$ cat config.mk
export PLATFORM = sky130hd
export DESIGN_NAME = fd_frame_delim
export DESIGN_NICKNAME = d
export VERILOG_FILES = /design/src/rtl/fd_pkg.sv /design/src/rtl/fd_stage.sv /design/src/rtl/fd_rules.sv /design/src/rtl/fd_emit.sv /design/src/rtl/fd_frame_delim.sv
export SDC_FILE = /design/constraint.sdc
export NUM_CORES = 1
export LEC_CHECK = 0
export ABC_AREA = 0
export BUFFER_PORTS_ARGS = -buffer_cell sky130_fd_sc_hd__buf_2
export CAP_MARGIN = 10
export CORE_MARGIN = 5
export CORE_UTILIZATION = 44
export CTS_CLUSTER_DIAMETER = 80
export CTS_CLUSTER_SIZE = 20
export DETAILED_ROUTE_END_ITERATION = 6
export PLACE_DENSITY = 0.81
export SYNTH_ARGS = -nofsm -noshare
export SYNTH_HDL_FRONTEND = slang
export SYNTH_HIERARCHICAL = 1
export SYNTH_SLANG_ARGS = --single-unit
$ cat constraint.sdc
create_clock -name clk -period 1.88 [get_ports clk]
set_input_delay 0.188 -clock clk [delete_from_list [all_inputs] [get_ports clk]]
set_output_delay 0.188 -clock clk [all_outputs]
set_load 0.02 [all_outputs]
$ cat src/rtl/fd_pkg.sv
package fd_pkg;

    // Attributes of the byte held in the look-ahead stage
    typedef struct packed {
        logic valid;
        logic sop;
        logic eop;
        logic empty;
        logic drop;
    } fd_tag_t;

    // One output beat, without its data
    typedef struct packed {
        logic close;
        logic open;
        logic hdr;
        logic valid;
    } fd_evt_t;

    // Boundary rule state
    typedef struct packed {
        logic mode;
        logic flag;
    } fd_ctl_t;

endpackage

$ cat src/rtl/fd_stage.sv
module fd_stage #(
    parameter int DATA_W = 8
) (
    input  logic                  clk,
    input  logic                  rst_n,
    input  logic                  in_valid,
    input  logic [DATA_W-1:0]     in_data,
    input  logic                  in_sop,
    input  logic                  in_eop,
    input  logic                  in_empty,
    input  logic                  drop_next,
    output fd_pkg::fd_tag_t       s_tag,
    output logic [DATA_W-1:0]     s_data
);
    import fd_pkg::*;

    fd_tag_t             tag_d, tag_q;
    logic [DATA_W-1:0]   dat_d, dat_q;

    always_comb begin
        tag_d.valid = in_valid;
        tag_d.sop   = in_valid && in_sop;
        tag_d.eop   = in_valid && in_eop;
        tag_d.empty = in_empty && !in_valid;
        // the byte now entering is the second marker byte when drop_next is high
        tag_d.drop  = drop_next;
        dat_d       = in_valid ? in_data : dat_q;
    end

    always_ff @(posedge clk) begin
        if (!rst_n) begin
            tag_q <= '0;
            dat_q <= '0;
        end else begin
            tag_q <= tag_d;
            dat_q <= dat_d;
        end
    end

    assign s_tag  = tag_q;
    assign s_data = dat_q;

    // a zero-length packet never occupies the stage as a byte
    p_empty_not_byte_r6: assert property (@(posedge clk) disable iff (!rst_n)
        tag_q.empty |-> !tag_q.valid);

endmodule

$ cat src/rtl/fd_rules.sv
module fd_rules #(
    parameter int              DATA_W = 8,
    parameter logic [DATA_W-1:0] SOI_HI = 8'hFF,
    parameter logic [DATA_W-1:0] SOI_LO = 8'hD8
) (
    input  logic                  clk,
    input  logic                  rst_n,
    input  logic                  compress_en,
    input  fd_pkg::fd_tag_t       s_tag,
    input  logic [DATA_W-1:0]     s_data,
    input  logic                  in_valid,
    input  logic                  in_sop,
    input  logic [DATA_W-1:0]     in_data,
    output fd_pkg::fd_evt_t       evt,
    output logic                  drop_next
);
    import fd_pkg::*;

    fd_ctl_t ctl_d, ctl_q;
    logic    mode_chg;
    logic    soi_hit;
    logic    raw_hit;

    always_comb begin
        mode_chg = (compress_en != ctl_q.mode);

        // marker: first held byte is SOI_HI and the following byte of the same packet is SOI_LO
        soi_hit = ctl_q.mode && s_tag.valid && s_tag.sop && !s_tag.eop
                  && (s_data == SOI_HI)
                  && in_valid && !in_sop && (in_data == SOI_LO);

        // uncompressed: first byte of a packet after a pending empty packet
        raw_hit = !ctl_q.mode && s_tag.valid && s_tag.sop && ctl_q.flag;

        evt.close = soi_hit || raw_hit;
        evt.open  = soi_hit || raw_hit;
        evt.hdr   = soi_hit;
        evt.valid = s_tag.valid && !s_tag.drop && !soi_hit;

        ctl_d.mode = compress_en;
        ctl_d.flag = ctl_q.flag;
        if (s_tag.empty) ctl_d.flag = 1'b1;
        if (raw_hit)     ctl_d.flag = 1'b0;
        if (mode_chg)    ctl_d.flag = 1'b0;
    end

    assign drop_next = soi_hit;

    always_ff @(posedge clk) begin
        if (!rst_n) begin
            ctl_q <= '0;
        end else begin
            ctl_q <= ctl_d;
        end
    end

    // header request only in compressed mode
    p_hdr_only_compressed_r3: assert property (@(posedge clk) disable iff (!rst_n)
        evt.hdr |-> ctl_q.mode);

    // an uncompressed boundary needs a pending empty packet and consumes it
    p_raw_needs_flag_r7: assert property (@(posedge clk) disable iff (!rst_n)
        (evt.open && !ctl_q.mode) |-> ctl_q.flag);
    p_raw_clears_flag_r7: assert property (@(posedge clk) disable iff (!rst_n)
        (evt.open && !ctl_q.mode) |=> !ctl_q.flag);

    // an empty packet leaves the flag set while the mode holds
    p_empty_sets_flag_r8: assert property (@(posedge clk) disable iff (!rst_n)
        (s_tag.empty && (compress_en == ctl_q.mode)) |=> ctl_q.flag);

    // a mode change discards the pending end of frame
    p_mode_change_clears_r9: assert property (@(posedge clk) disable iff (!rst_n)
        (compress_en != ctl_q.mode) |=> !ctl_q.flag);

endmodule

$ cat src/rtl/fd_emit.sv
module fd_emit #(
    parameter int DATA_W = 8
) (
    input  logic                  clk,
    input  logic                  rst_n,
    input  fd_pkg::fd_evt_t       evt,
    input  logic [DATA_W-1:0]     s_data,
    output logic                  out_valid,
    output logic [DATA_W-1:0]     out_data,
    output logic                  out_close,
    output logic                  out_open,
    output logic                  hdr_req
);
    import fd_pkg::*;

    fd_evt_t             ev_d, ev_q;
    logic [DATA_W-1:0]   dat_d, dat_q;

    always_comb begin
        ev_d  = evt;
        dat_d = evt.valid ? s_data : '0;
    end

    always_ff @(posedge clk) begin
        if (!rst_n) begin
            ev_q  <= '0;
            dat_q <= '0;
        end else begin
            ev_q  <= ev_d;
            dat_q <= dat_d;
        end
    end

    assign out_valid = ev_q.valid;
    assign out_data  = dat_q;
    assign out_close = ev_q.close;
    assign out_open  = ev_q.open;
    assign hdr_req   = ev_q.hdr;

    // close and open always travel as a pair
    p_pair_r7: assert property (@(posedge clk) disable iff (!rst_n)
        out_close == out_open);

    // a header request beat forwards no marker byte
    p_hdr_no_data_r4: assert property (@(posedge clk) disable iff (!rst_n)
        hdr_req |-> (out_open && !out_valid));

endmodule

$ cat src/rtl/fd_frame_delim.sv
module fd_frame_delim #(
    parameter int                DATA_W = 8,
    parameter logic [DATA_W-1:0] SOI_HI = 8'hFF,
    parameter logic [DATA_W-1:0] SOI_LO = 8'hD8
) (
    input  logic              clk,
    input  logic              rst_n,
    input  logic              compress_en,
    input  logic              in_valid,
    input  logic [DATA_W-1:0] in_data,
    input  logic              in_sop,
    input  logic              in_eop,
    input  logic              in_empty,
    output logic              out_valid,
    output logic [DATA_W-1:0] out_data,
    output logic              out_close,
    output logic              out_open,
    output logic              hdr_req
);
    import fd_pkg::*;

    fd_tag_t           s_tag;
    logic [DATA_W-1:0] s_data;
    fd_evt_t           evt;
    logic              drop_next;

    fd_stage #(.DATA_W(DATA_W)) u_stage (
        .clk       (clk),
        .rst_n     (rst_n),
        .in_valid  (in_valid),
        .in_data   (in_data),
        .in_sop    (in_sop),
        .in_eop    (in_eop),
        .in_empty  (in_empty),
        .drop_next (drop_next),
        .s_tag     (s_tag),
        .s_data    (s_data)
    );

    fd_rules #(.DATA_W(DATA_W), .SOI_HI(SOI_HI), .SOI_LO(SOI_LO)) u_rules (
        .clk         (clk),
        .rst_n       (rst_n),
        .compress_en (compress_en),
        .s_tag       (s_tag),
        .s_data      (s_data),
        .in_valid    (in_valid),
        .in_sop      (in_sop),
        .in_data     (in_data),
        .evt         (evt),
        .drop_next   (drop_next)
    );

    fd_emit #(.DATA_W(DATA_W)) u_emit (
        .clk       (clk),
        .rst_n     (rst_n),
        .evt       (evt),
        .s_data    (s_data),
        .out_valid (out_valid),
        .out_data  (out_data),
        .out_close (out_close),
        .out_open  (out_open),
        .hdr_req   (hdr_req)
    );

    // the beat after a header request is the dropped second marker byte
    p_second_marker_dropped_r4: assert property (@(posedge clk) disable iff (!rst_n)
        hdr_req |=> !out_valid);

    // a marker detection marks the next held byte for dropping
    p_drop_marked_r4: assert property (@(posedge clk) disable iff (!rst_n)
        drop_next |=> (s_tag.drop && s_tag.valid));

endmodule

==> flow_summary.yaml, run 1 <==
synthesis:
  ys_ff_latch: 27
  yosysSeqAreaShare_pct: 56.5
  syn_nets: 97
  yosysUniqueCellTypes: 23
  synth_area_um2: 957
  synth_edf_count: 0
  avgSynthCellArea_um2: 11.7
  async_reset_ff_share_pct: 0
  synth_top_cell_by_area: "dfxtp_1"
  synth_top_area_share_pct: 56.5
  synth_area_leaders: "dfxtp_1, mux2i_1, nor2b_1"
  synthCells: 82
  ys.flop_type: "dfxtp_1"
  yosysWarnings: 6
timing:
  finalSetupViolCount: 0
  period_minus_slack_ns: 1.78
  drv_slew: 0
  min_period_over_period_pct: 94.6
  slew_headroom_pct: 78.8
  rsz0062_at_grt: "no"
  fin_skew_ns: 0.00102
  max_freq_ghz: 0.563
  hold-worst-slack_ns: 0.0725
  worstMarginPinSlew_ns: 0.315
  hold_viol: 0
setup_path:
  regToRegSetupSlack_ns: 0.10
  cp.required_ns: 2.10
  worst-setup-path-type: "reg2reg"
  start_kind: "register"
  rr_worst_depth: 4
  cp_cell_sequence: "nand4bb_1, or4_4, o41a_1, and3_2"
  arrival_ns: 2.00
  crit_buf_inv: 0
  max_stage_delay_ns: 0.56
  cp_top_family: "simple AND/OR/NAND/NOR gates"
  end_kind: "register"
  critPathMaxFanout: 9
  r2r_end: "u_emit/out_data[5]"
  critPathSlowestCell: "or4_4"
  r2r-start: "u_stage/s_data[6]"
global_routing:
  grt_pass1_vias: 639
  grt_pass1_wl_mm: 2.81
  antenna_found_initial: 0
  grt_max_degree: 28
  overflow: 0
  track_usage_pct: 11.3
power:
  irDropWorstVdd_uv: 424
  p_leak_nw: 0.538
  p_per_area_nw_per_um2: 811
floorplan:
  start_util_pct: 47.3
  dieHeight_um: 56.6
  rows: 16
  ios: 27
  core_um2: 2020
  fp.dieArea_um2: 3210
  die_w_um: 56.6
detailed_routing:
  final_antenna_net_count: 0
  drc_errors: 0
  wl_per_cell_um: 12.1
  via_per_inst: 4.82
  dr.first_iter.drc_count: 5
  routed_wl_mm: 1.63
  first_pass_iters: 4
  route.vias.total: 651
clock_network:
  htreeDepth: 1
  tritoncts: "built"
  clk_root_buffer_cell: "clkbuf_4"
  cts_hold_buf: 0
  cts.sinks: 27
  ctsResizeCount: 0
  clock_path_buffers: 2
  clk_pin_slew_worst_paths_ns: 0.13
  cts_setup_buffers: 0
  numCtsBuffers: 3
  clk-insertion-delay-late_ns: 0.31
cells_and_area:
  final_common_cell: "dfxtp_1"
  seq_area_um2: 541
  syn2layout_area_growth_pct: 17.3
  multiInputGateArea_um2: 383
  nFillCells: 186
  fin_nets: 124
  n_antenna_cell: 0
  drive_gt1_share_pct: 38.9
  design_area_um2: 1120
  final_cell_mix: "dfxtp_1, buf_2, nor2b_1"
placed_design:
  postPlaceCellArea_um2: 1090
  portBuffers: 26
  gp_congestion: 0.802
min_path:
  holdPathEnd: "u_stage/s_tag[1]"
  hold_path_class: "in2reg"
  hold-path-cell-count: 3
  worstHoldStart: "in_empty"
outcome:
  status: "completed"
job:
  max_cap_viol_count: 0
through the flow:
step / total power, W / setup WS (ns) / util, % / cells / setup TNS (ns)
finish: 0.000910 / 0.102 / 55.5 / 135 / 0
global route: 0.000955 / 0.000755 / 55.5 / 135 / 0
detailed placement: 0.000687 / -0.111 / 54.1 / 131 / -0.834
CTS: 0.000920 / 0.108 / 55.5 / 135 / 0
floorplan: 0.000658 / 0.0713 / - / 82 / 0
global placement: 0.000685 / -0.0827 / 54.1 / 131 / -0.605
worst max path at each step:
stage,start,to,cells after the start
floorplan,in_data[0],u_emit/out_data[6],4
detailed placement,in_data[0],u_emit/out_data[5],5
finish,u_stage/s_data[6],u_emit/out_data[5],4
global route,u_stage/s_data[6],u_emit/out_data[5],4
global placement,in_data[0],u_emit/out_data[6],5
CTS,u_rules/ctl_q[1],u_emit/out_data[5],4
synth_stat cells (2+ instances only):
cell type,instances
and2_1,2
and2_2,5
and3_1,6
and3_2,4
buf_4,2
buf_6,2
dfxtp_1,27
mux2i_1,8
nand2_1,3
nand4_1,2
nor2b_1,9
registers in the layout, indices dropped and copies added (netlist names):
name and cells:
u_rules/ctl_q 2, u_stage/s_tag 5, u_emit/hdr_req 1, u_emit/out_data 8, u_stage/s_data 8, u_emit/out_open 1
u_emit/out_valid 1, u_emit/out_close 1
final cells by class:
class | instances | share of cell area (%)
multi-input cells | 50 | 34.1
repair buffers | 27 | 12.3
clock buffers | 3 | 2.01
well taps | 27 | 3.01
clock inverters | 1 | 0.446
flip-flops and latches | 27 | 48.2
per-layer routing:
layer  vias to the layer above  GRT usage, %  part of all wire [%]
met5                         -             0                     0
met4                         0          7.12                   1.2
met3                         2          3.90                   5.8
met2                        19          17.2                    46
met1                       296          13.4                    47
li1                        334             -                     -
report_power, final:
part | internal, W | switching, W | leakage, nW | total, W
Clock | 0.0000795 | 0.000157 | 0.0177 | 0.000236
Sequential | 0.000591 | 0.0000121 | 0.221 | 0.000603
Combinational | 0.0000369 | 0.0000339 | 0.300 | 0.0000708
Total | 0.000707 | 0.000203 | 0.538 | 0.000910
worst register-to-register path, stage by stage, from the launching register on:
cell	delay, ns
dfxtp_1	0.39
nand4bb_1	0.12
or4_4	0.56
o41a_1	0.41
and3_2	0.21
cells by family after synthesis:
kind of cell              share of synthesized area, %
AOI/OAI and AO/OA                                 3.27
buffers and inverters                             4.31
DFF                                               56.5
muxes                                             8.37
and+or+nand+nor                                   26.7
xor gates and xnor gates                         0.915
Note: power is estimated with default switching activity, not from simulation.
==> run 2, diff against run 1 <==
Settings changed: CORE_UTILIZATION 44 to 49, PLACE_DENSITY 0.81 to 0.85.
Clock period 1.88 ns to 1.8 ns, I/O delays scaled along.
==> run 2 against run 1 <==
Against the previous run: the run now ends with setup timing left; register-to-register slack lost 0.08 ns; first-iteration DRC count grew 40%; critical path depth grew 1; worst hold slack lost 0.016 ns; die area shrank 8.4%; non-clock buffer count grew 2; total power grew 6.1%; global-route usage grew 2.2 points; sequential share of layout area shrank 0.99 points; combinational power grew 15%; routed wire length grew 13%.
==> flow_summary.yaml, run 2 (synthesis gave the netlist of run 1 again) <==
outcome:
  status: "complete, but fails checks"
  violations: "setup timing"
setup_path:
  r2r_end: "u_emit/out_valid"
  critPathMaxFanout: 5
  start_kind: "input pin"
  worst-setup-path-type: "in2reg"
  rr_worst_depth: 4
  r2r-start: "u_rules/ctl_q[1]"
  arrival_ns: 2.03
  regToRegSetupSlack_ns: 0.02
  cp.required_ns: 2.03
  end_kind: "register"
  crit_start: "in_data[0]"
cells_and_area:
  final_cell_mix: "buf_2, dfxtp_1, nor2b_1"
  syn2layout_area_growth_pct: 20.3
  drive_gt1_share_pct: 41.4
  n_antenna_cell: 0
  fin_nets: 127
  final_common_cell: "buf_2"
  design_area_um2: 1150
  finish.utilization_pct: 60.5
timing:
  tns_ns: -0.00681
  fin_skew_ns: 0.00822
  worstMarginPinSlew_ns: 0.326
  hold-worst-slack_ns: 0.0569
  max_freq_ghz: 0.553
  hold_viol: 0
  period_minus_slack_ns: 1.81
  finalSetupViolCount: 1
  drv_slew: 0
  slew_headroom_pct: 78.3
  min_period_over_period_pct: 100
  layout_setup_ws_ns: -0.00681
clock_network:
  clk_pin_slew_worst_paths_ns: 0.13
  clk-insertion-delay-late_ns: 0.32
  htreeDepth: 1
  numCtsBuffers: 3
  clock_path_buffers: 2
  tritoncts: "built"
  clk_root_buffer_cell: "clkbuf_4"
  cts.sinks: 27
global_routing:
  grt_pass1_vias: 587
  overflow: 0
  grt_pass1_wl_mm: 2.70
  antenna_found_initial: 0
  grt_max_degree: 28
  track_usage_pct: 13.5
detailed_routing:
  drc_errors: 0
  route.vias.total: 695
  routed_wl_mm: 1.84
  dr.first_iter.drc_count: 7
  via_per_inst: 5.04
  wl_per_cell_um: 13.3
  final_antenna_net_count: 0
  first_pass_iters: 4
min_path:
  hold_path_class: "in2reg"
  worstHoldStart: "in_empty"
  hold-path-cell-count: 3
  holdPathEnd: "u_stage/s_tag[1]"
placed_design:
  portBuffers: 26
  postPlaceCellArea_um2: 1110
  dp_hpwl_mm: 1.35
  gp_congestion: 0.759
power:
  pwr-share-comb_pct: 8.5
  irDropWorstVdd_uv: 535
  cell_internal_pwr_w: 0.000744
  p_leak_nw: 0.551
  p_seq_share_pct: 65.4
  swShare_pct: 23.0
  power_w: 0.000965
  p_switching_w: 0.000222
  clockPowerShare_pct: 26.1
  p_per_area_nw_per_um2: 839
floorplan:
  fp.dieArea_um2: 2940
  die_w_um: 54.2
  dieHeight_um: 54.2
  ios: 27
  core_um2: 1900
  rows: 16
  start_util_pct: 50.3
job:
  max_cap_viol_count: 0
## run 2: cell types whose count changed in the layout (fill, tap and decap cells not counted)
cell,previous run,this run
buf_4,1,3
dfxtp_1,27,25
dfxtp_2,0,2
o41a_1,1,2
## run 2: worst max path at each step
| stage | to | slack [ns] | depth (start not counted) |
|---|---|---|---|
| finish | u_emit/out_valid | -0.007 | 5 |
| floorplan | u_emit/out_data[6] | -0.0007 | 4 |
| global route | u_emit/out_valid | -0.02 | 5 |
| global placement | u_emit/out_data[6] | -0.16 | 5 |
| detailed placement | u_emit/out_data[6] | -0.19 | 5 |
| CTS | u_emit/out_data[6] | 0.01 | 4 |
## run 2: layout make-up
| type | instances | area, um^2 |
|---|---|---|
| fillers | 179 | 751 |
| repair buffers | 29 | 153 |
| flip-flops and latches | 27 | 543 |
| well taps | 27 | 33.8 |
| clock inverters | 1 | 5.00 |
| clock buffers | 3 | 22.5 |
| multi-input cells | 51 | 394 |
## run 2: critical path: stages
cell    delay, ns
buf_2        0.10
or4b_1       0.53
or4_4        0.58
o41a_1       0.44
and2_2       0.20
## run 2: power by group through the flow
stage	Clock [W]	Combinational (W)	Sequential (W)
2_1_floorplan	0	0.0000442	0.000643
3_3_place_gp	0	0.0000770	0.000641
3_5_place_dp	0	0.0000801	0.000644
4_1_cts	0.000252	0.0000804	0.000631
5_1_grt	0.000280	0.0000899	0.000633
6_report	0.000252	0.0000817	0.000632
## run 2: timing repair
action                                  4_1_cts  5_1_grt
setup buffers                                 0        0
gates resized for setup                       0        2
endpoints found under the setup margin        0        9
hold buffers                                  0        0
## run 2: layer usage
metal  global-route usage (%)  vias to the layer above  wire (um)
met2                     21.7                       20        928
met5                        0                        -          0
met1                     15.4                      326        764
met3                     1.66                        4         86
met4                     12.4                        0         61
li1                         -                      345          -
## run 2: through the flow
stage               setup slack [ns]  cells
finish                      -0.00681    138
global placement              -0.156    133
detailed placement            -0.189    133
CTS                           0.0100    137
global route                 -0.0169    138
floorplan                  -0.000660     82
